### config.mk
export PLATFORM = sky130hd
export DESIGN_NAME = rstwake_ctrl
export DESIGN_NICKNAME = d
export VERILOG_FILES = /design/src/rtl/rstwake_pkg.sv /design/src/rtl/rstwake_sync.sv /design/src/rtl/rstwake_wdog.sv /design/src/rtl/rstwake_seq.sv /design/src/rtl/rstwake_ctrl.sv
export SDC_FILE = /design/constraint.sdc
export NUM_CORES = 1
export LEC_CHECK = 0
export BUFFER_PORTS_ARGS = -buffer_cell sky130_fd_sc_hd__buf_2
export CORE_UTILIZATION = 49
export DETAILED_ROUTE_END_ITERATION = 12
export PLACE_DENSITY = 0.69
export SYNTH_ARGS = -nofsm -noshare
export SYNTH_HDL_FRONTEND = slang
export SYNTH_SLANG_ARGS = --single-unit
### constraint.sdc
create_clock -name clk -period 3.4 [get_ports clk]
set_input_delay 0.68 -clock clk [delete_from_list [all_inputs] [get_ports clk]]
set_output_delay 0.68 -clock clk [all_outputs]
set_load 0.02 [all_outputs]
### src/rtl/rstwake_pkg.sv
package rstwake_pkg;

    // Operating phase of the controller
    typedef enum logic [2:0] {
        PH_COLD  = 3'd0,  // power-on hold and delay
        PH_RUN   = 3'd1,  // core executing
        PH_SLEEP = 3'd2,  // low-power state
        PH_EXT   = 3'd3,  // master-clear hold
        PH_WDT   = 3'd4   // watchdog reset pulse
    } phase_e;

    // Cause flags seen by the CPU in its status register
    typedef struct packed {
        logic to;   // time-out flag
        logic pd;   // power-down flag
    } cause_t;

    localparam cause_t CAUSE_COLD   = '{to: 1'b1, pd: 1'b1};
    localparam cause_t CAUSE_NAP    = '{to: 1'b1, pd: 1'b0};
    localparam int unsigned TMODE_W = 6;
    localparam int unsigned SEL_HI_W = 3;

    // Flags after a watchdog expiry, depending on whether the part slept
    function automatic cause_t wdt_cause(input logic asleep);
        cause_t c;
        c.to = 1'b0;
        c.pd = ~asleep;
        return c;
    endfunction

    // Flags after master-clear: only a wake from sleep changes them
    function automatic cause_t ext_cause(input logic asleep, input cause_t cur);
        return asleep ? CAUSE_NAP : cur;
    endfunction

    function automatic logic is_active(input phase_e ph);
        return (ph == PH_RUN) || (ph == PH_SLEEP);
    endfunction

endpackage

### src/rtl/rstwake_sync.sv
module rstwake_sync #(
    parameter int unsigned STAGES = 2
) (
    input  logic clk,
    input  logic rst,
    input  logic d,
    output logic q
);
    logic [STAGES-1:0] chain;

    generate
        if (STAGES == 1) begin : g_single
            always_ff @(posedge clk) begin
                if (rst) chain <= '0;
                else     chain <= d;
            end
        end else begin : g_multi
            always_ff @(posedge clk) begin
                if (rst) chain <= '0;
                else     chain <= {chain[STAGES-2:0], d};
            end
        end
    endgenerate

    assign q = chain[STAGES-1];
endmodule

### src/rtl/rstwake_wdog.sv
module rstwake_wdog #(
    parameter int unsigned PERIOD = 2250000
) (
    input  logic clk,
    input  logic rst,
    input  logic run_en,
    input  logic clr,
    output logic tmo
);
    localparam int unsigned CW = (PERIOD > 1) ? $clog2(PERIOD) : 1;
    localparam logic [CW-1:0] LAST = CW'(PERIOD - 1);

    logic [CW-1:0] cnt;

    always_ff @(posedge clk) begin
        if (rst || !run_en || clr) cnt <= '0;
        else if (cnt == LAST)      cnt <= '0;
        else                       cnt <= cnt + 1'b1;
    end

    assign tmo = run_en && (cnt == LAST);


    wd_range_chk: assert property (@(posedge clk) disable iff (rst)
        cnt <= LAST);

    wd_idle_chk: assert property (@(posedge clk) disable iff (rst)
        !run_en |=> (cnt == '0));
endmodule

### src/rtl/rstwake_seq.sv
module rstwake_seq
    import rstwake_pkg::*;
#(
    parameter int unsigned POR_DLY = 2250000,
    parameter int unsigned PULSE   = 8
) (
    input  logic   clk,
    input  logic   por,
    input  logic   mclr_ok,
    input  logic   tmo,
    input  logic   sleep_req,
    input  logic   wdt_clr,
    output phase_e ph_o,
    output cause_t cause_o,
    output logic   wd_clr_o,
    output logic   run_en_o
);
    localparam int unsigned TMAX = (POR_DLY > PULSE) ? POR_DLY : PULSE;
    localparam int unsigned TW   = $clog2(TMAX + 1);
    localparam logic [TW-1:0] DLY_LAST   = TW'(POR_DLY - 1);
    localparam logic [TW-1:0] PULSE_LAST = TW'(PULSE - 1);

    phase_e        ph, ph_n;
    cause_t        cause, cause_n;
    logic [TW-1:0] tcnt, tcnt_n;
    logic          in_run, in_sleep;

    assign in_run   = (ph == PH_RUN);
    assign in_sleep = (ph == PH_SLEEP);

    always_comb begin
        ph_n    = ph;
        cause_n = cause;
        tcnt_n  = tcnt;
        if (ph == PH_COLD) begin
            if (!mclr_ok)              tcnt_n = '0;
            else if (tcnt == DLY_LAST) begin
                ph_n   = PH_RUN;
                tcnt_n = '0;
            end else                   tcnt_n = tcnt + 1'b1;
        end else if (!mclr_ok) begin
            ph_n   = PH_EXT;
            tcnt_n = '0;
            if (is_active(ph)) cause_n = ext_cause(in_sleep, cause);
        end else begin
            unique case (ph)
                PH_EXT: ph_n = PH_RUN;
                PH_WDT: begin
                    if (tcnt == PULSE_LAST) begin
                        ph_n   = PH_RUN;
                        tcnt_n = '0;
                    end else tcnt_n = tcnt + 1'b1;
                end
                default: begin
                    if (tmo) begin
                        ph_n    = PH_WDT;
                        tcnt_n  = '0;
                        cause_n = wdt_cause(in_sleep);
                    end else if (in_run && sleep_req) begin
                        ph_n    = PH_SLEEP;
                        cause_n = CAUSE_NAP;
                    end else if (in_run && wdt_clr) begin
                        cause_n = CAUSE_COLD;
                    end
                end
            endcase
        end
    end

    always_ff @(posedge clk) begin
        if (por) begin
            ph    <= PH_COLD;
            cause <= CAUSE_COLD;
            tcnt  <= '0;
        end else begin
            ph    <= ph_n;
            cause <= cause_n;
            tcnt  <= tcnt_n;
        end
    end

    assign wd_clr_o = in_run && mclr_ok && !tmo && (sleep_req || wdt_clr);
    assign run_en_o = is_active(ph);
    assign ph_o     = ph;
    assign cause_o  = cause;


    cold_flags_chk: assert property (@(posedge clk) disable iff (por)
        (ph == PH_COLD) |-> (cause == CAUSE_COLD));

    cold_hold_chk: assert property (@(posedge clk) disable iff (por)
        (ph == PH_COLD && !mclr_ok) |=> (ph == PH_COLD));

    ext_run_chk: assert property (@(posedge clk) disable iff (por)
        (in_run && !mclr_ok) |=> (ph == PH_EXT && $stable(cause)));

    ext_wake_chk: assert property (@(posedge clk) disable iff (por)
        (in_sleep && !mclr_ok) |=> (ph == PH_EXT && cause.to && !cause.pd));

    wdt_wake_chk: assert property (@(posedge clk) disable iff (por)
        (in_sleep && mclr_ok && tmo) |=> (ph == PH_WDT && !cause.to && !cause.pd));

    pulse_len_chk: assert property (@(posedge clk) disable iff (por)
        (ph == PH_WDT) |-> (tcnt <= PULSE_LAST));

    strobe_idle_chk: assert property (@(posedge clk) disable iff (por)
        (!in_run && ph != PH_SLEEP && mclr_ok) |=> (ph != PH_SLEEP));
endmodule

### src/rtl/rstwake_ctrl.sv
module rstwake_ctrl
    import rstwake_pkg::*;
#(
    parameter int unsigned POR_DLY_CYC = 2250000,
    parameter int unsigned WDT_PERIOD  = 2250000,
    parameter int unsigned WDT_PULSE   = 8,
    parameter int unsigned SYNC_STAGES = 2,
    parameter int unsigned PC_W        = 8,
    parameter int unsigned IO_W        = 8
) (
    input  logic                clk,
    input  logic                por,
    input  logic                mclr_n,
    input  logic                sleep_req,
    input  logic                wdt_clr,
    output logic                core_rst,
    output logic                cold_rst,
    output logic                sleeping,
    output logic                to_flag,
    output logic                pd_flag,
    output logic [PC_W-1:0]     pc_init,
    output logic [IO_W-1:0]     dir_init,
    output logic [TMODE_W-1:0]  tmode_init,
    output logic [SEL_HI_W-1:0] sel_init
);
    logic   mclr_ok, tmo, wd_clr, run_en;
    phase_e ph;
    cause_t cause;

    rstwake_sync #(.STAGES(SYNC_STAGES)) u_sync (
        .clk (clk),
        .rst (por),
        .d   (mclr_n),
        .q   (mclr_ok)
    );

    rstwake_wdog #(.PERIOD(WDT_PERIOD)) u_wdog (
        .clk    (clk),
        .rst    (por),
        .run_en (run_en),
        .clr    (wd_clr),
        .tmo    (tmo)
    );

    rstwake_seq #(.POR_DLY(POR_DLY_CYC), .PULSE(WDT_PULSE)) u_seq (
        .clk       (clk),
        .por       (por),
        .mclr_ok   (mclr_ok),
        .tmo       (tmo),
        .sleep_req (sleep_req),
        .wdt_clr   (wdt_clr),
        .ph_o      (ph),
        .cause_o   (cause),
        .wd_clr_o  (wd_clr),
        .run_en_o  (run_en)
    );

    assign core_rst   = !is_active(ph);
    assign cold_rst   = (ph == PH_COLD);
    assign sleeping   = (ph == PH_SLEEP);
    assign to_flag    = cause.to;
    assign pd_flag    = cause.pd;
    assign pc_init    = '1;
    assign dir_init   = '1;
    assign tmode_init = '1;
    assign sel_init   = '1;


    mclr_first_chk: assert property (@(posedge clk) disable iff (por)
        (!core_rst && !mclr_ok && tmo) |=> (core_rst && !cold_rst && $stable(to_flag)));

    nap_entry_chk: assert property (@(posedge clk) disable iff (por)
        $rose(sleeping) |-> (to_flag && !pd_flag && !core_rst));
endmodule

==> impl_results.md <==
- Overall die width: 76.3 um
- Length in cells of the worst reg-to-reg path: 8
- Routability Congestion: 0.812
- Source of the worst register-to-register timing path: u_wdog.cnt[0]
- Global-route wire length before repair: 8430 um
- VDD IR max: 0.250 mV
- Achievable frequency: 437 MHz
- Slowest cell on the critical path: sky130_fd_sc_hd__o31ai_4
- Synth-to-layout area growth: 3.61%
- Fraction of final layout cells sized beyond drive strength 1: 0.0793
- DP Area: 2700 sq um
- Number of hold buffers added after cts: 0
- Clock latency reported for the late side of the worst-skew pair: 290 ps
- CP Launch Type: register
- CP required: 3570 ps
- Critical path type: reg -> reg
- Initial drt markers: 80
- Most used cells in the layout excluding fill and tap cells: sky130_fd_sc_hd__nor2_1 (58), sky130_fd_sc_hd__dfxtp_1 (51), sky130_fd_sc_hd__xor2_1 (28), sky130_fd_sc_hd__conb_1 (25), sky130_fd_sc_hd__nand3_1 (22)
- Via count of the first global-routing pass: 1,884
- Post-synthesis instance area: 2710 sq um
- Max Slew Vio Count: 0
- Final critical path time including I/O delays and setup: 2290 ps
- Number of enable flip-flop cells after synthesis: 0
- Top_reg_cell synth: sky130_fd_sc_hd__dfxtp_1
- Final-layout worst hold slack: 449 ps
- Dominant cells by area after synthesis: sky130_fd_sc_hd__dfxtp_1 (38%), sky130_fd_sc_hd__xor2_1 (9.1%), sky130_fd_sc_hd__nor2_1 (8.0%)
- WL final: 4840 um
- FP Rows: 26
- Via count of the routed design: 2,089
- Arrival @ worst endpoint: 2460 ps
- Count of port buffers added during placement: 9
- Initial cell density of the core: 0.520
- Half-perimeter wire length after placement: 3450 um
- Total setup buffers inserted after CTS: 0
- Area fraction of the dominant cell type after synthesis: 0.377
- Count of endpoints failing hold in the final timing report: 0
- Drt drc: 0
- Post-route cell area: 2800 sq um
- TritonCTS clock tree: built
- Number of search-and-repair iterations in the first detailed-routing pass: 4
- Sum of overflow across all layers after global routing: 0
- Cells after Synth: 322
- Endpoint kind of the worst setup timing path: register
- Max Fanout on Critical Path: 16
- Worst slew pin tran: 696 ps
- Finish-stage setup viols: 0
- Ys async rst share: 0
- Yosys Warn Count: 0
- Post-layout net count: 335
- CTS HTree Levels: 2
- Number of antenna violations at the first check in global routing: 0
- Die footprint: 5820 sq um
- N_diodes: 0
- Cell chain of the critical path: ha_1, and3_1, nand4_2, o31ai_4, buf_4, nand4_1, xor2_1, nor2_1
- TritonCTS Buffers: 5
- Clock skew after layout: 11.0 ps
- Num ports: 35
- Total clock sinks: 51
- Root buffer cell: sky130_fd_sc_hd__clkbuf_8
- Max_cap viols: 0
- Worst slew margin: 0.536
- Hold worst-path end: u_wdog.cnt[0]
- Start point of the critical path: u_wdog.cnt[0]
- Post-route core utilization: 0.538
- Mean post-synth cell area: 8.40 sq um
- Share of the yosys chip area belonging to registers: 0.377
- Setup repair after global routing missed its margin: false
- Buffers from clock root to sink, at most: 2
- Leakage power: 0.000967 uW
- Wire length per cell: 12.2 um
- Antenna-violating nets left: 0
- Count of different cell masters after synthesis: 50
- Power density relative to cell area: 438 nW/um^2
- Pin count of the biggest net entering global routing: 23
- Worst flop-to-flop path endpoint: u_seq.tcnt[16]
- Worst hold path depth: 1
- Vias per cell: 5.25
- Maximum single-stage delay on the critical path: 460 ps
- Number of storage elements in the synthesis netlist: 51
- Startpoint of the most critical hold path: u_wdog.cnt[0]
- DIE HEIGHT: 76.3 um
- Most common cell after layout, fill and taps aside: sky130_fd_sc_hd__nor2_1
- Clock slew seen by the registers of the worst setup and hold paths: 90 ps
- CTS-repair resized insts: 0
- Setup slack on the worst flop-to-flop path: 1110 ps
- Status: complete, no violations
- Global router's overall resource usage: 0.174
- Post-layout instance count excluding filler cells: 398
- Final critical-path share of the clock period: 0.674
- Hold crit path type: reg -> reg
- Core outline area: 5200 sq um
- Count of placed standard cells including taps: 391
- Setup TNS: 0 ps
- Cell type with the largest total area after synthesis: sky130_fd_sc_hd__dfxtp_1
## synth_stat cells (5+ instances only)
library cell / number
sky130_fd_sc_hd__a21oi_1: 7
sky130_fd_sc_hd__and3_1: 7
sky130_fd_sc_hd__buf_2: 5
sky130_fd_sc_hd__buf_4: 25
sky130_fd_sc_hd__clkbuf_1: 5
sky130_fd_sc_hd__dfxtp_1: 51
sky130_fd_sc_hd__inv_1: 7
sky130_fd_sc_hd__nand2_1: 14
sky130_fd_sc_hd__nand3_1: 22
sky130_fd_sc_hd__nand4_1: 15
sky130_fd_sc_hd__nor2_1: 58
sky130_fd_sc_hd__nor3_1: 9
sky130_fd_sc_hd__nor4_1: 7
sky130_fd_sc_hd__o21ai_0: 6
sky130_fd_sc_hd__xnor2_1: 10
sky130_fd_sc_hd__xor2_1: 28
## sequential cells by signal (all words and copies together) (netlist names)
register	count
u_seq.cause_o	2
u_seq.ph_o	3
u_seq.tcnt	22
u_sync.chain	2
u_wdog.cnt	22
## through the flow
stage	worst slack (ps)	power, uW
final	1110	1230
after global routing	886	1290
after CTS	1110	1250
after detailed placement	1130	845
after global placement	1180	846
after floorplan	1440	832
## worst max-delay path: cells and delay by family, from the launching register on
kind                       cells  cell delay (ps)
DFF                            1              360
adders and majority gates      1              190
AOI/OAI and AO/OA              1              460
and+or+nand+nor                4              660
buffers and inverters          1              300
xor gates and xnor gates       1              200
## where the power goes
group          internal (uW)  leakage (uW)  switching, uW
clock                    216     0.0000513            182
combinational           61.0      0.000504            135
sequential               610      0.000411           24.3
## logic make-up after synthesis
kind of cell,count (synthesis),synth area share
muxes,1,0.00370
and+or+nand+nor,154,0.298
adders and majority gates,2,0.00925
AOI/OAI and AO/OA,32,0.0874
buffers and inverters,43,0.0994
xor gates and xnor gates,38,0.123
other,1,0.00139
DFF,51,0.377
## per-layer routing
metal / vias to the layer above / track usage / share of wire
met3: 2 / 0.0407 / 0.039
met4: 0 / 0.0500 / 0.0064
met5: - / 0 / 0
li1: 1082 / - / -
met2: 51 / 0.277 / 0.46
met1: 954 / 0.233 / 0.50
## how the worst max path moves through the flow
stage                                 to  slack, ps  cells past startpoint
after floorplan            u_seq.tcnt[7]       1440                      7
after global placement     u_seq.tcnt[2]       1180                      5
after detailed placement   u_seq.tcnt[7]       1130                      7
after CTS                 u_seq.tcnt[16]       1110                      8
after global routing       u_seq.tcnt[5]        890                      5
final                     u_seq.tcnt[16]       1110                      8
## layout make-up
type	instances	area [sq um]
Sequential cell	51	1020
Tap cell	70	87.6
Inverter	7	26.3
Timing Repair Buffer	11	60.1
Fill cell	488	2400
Multi-Input combinational cell	252	1510
Clock inverter	1	30.0
Clock buffer	6	72.6
No activity file was read; power rests on OpenSTA's default activity.
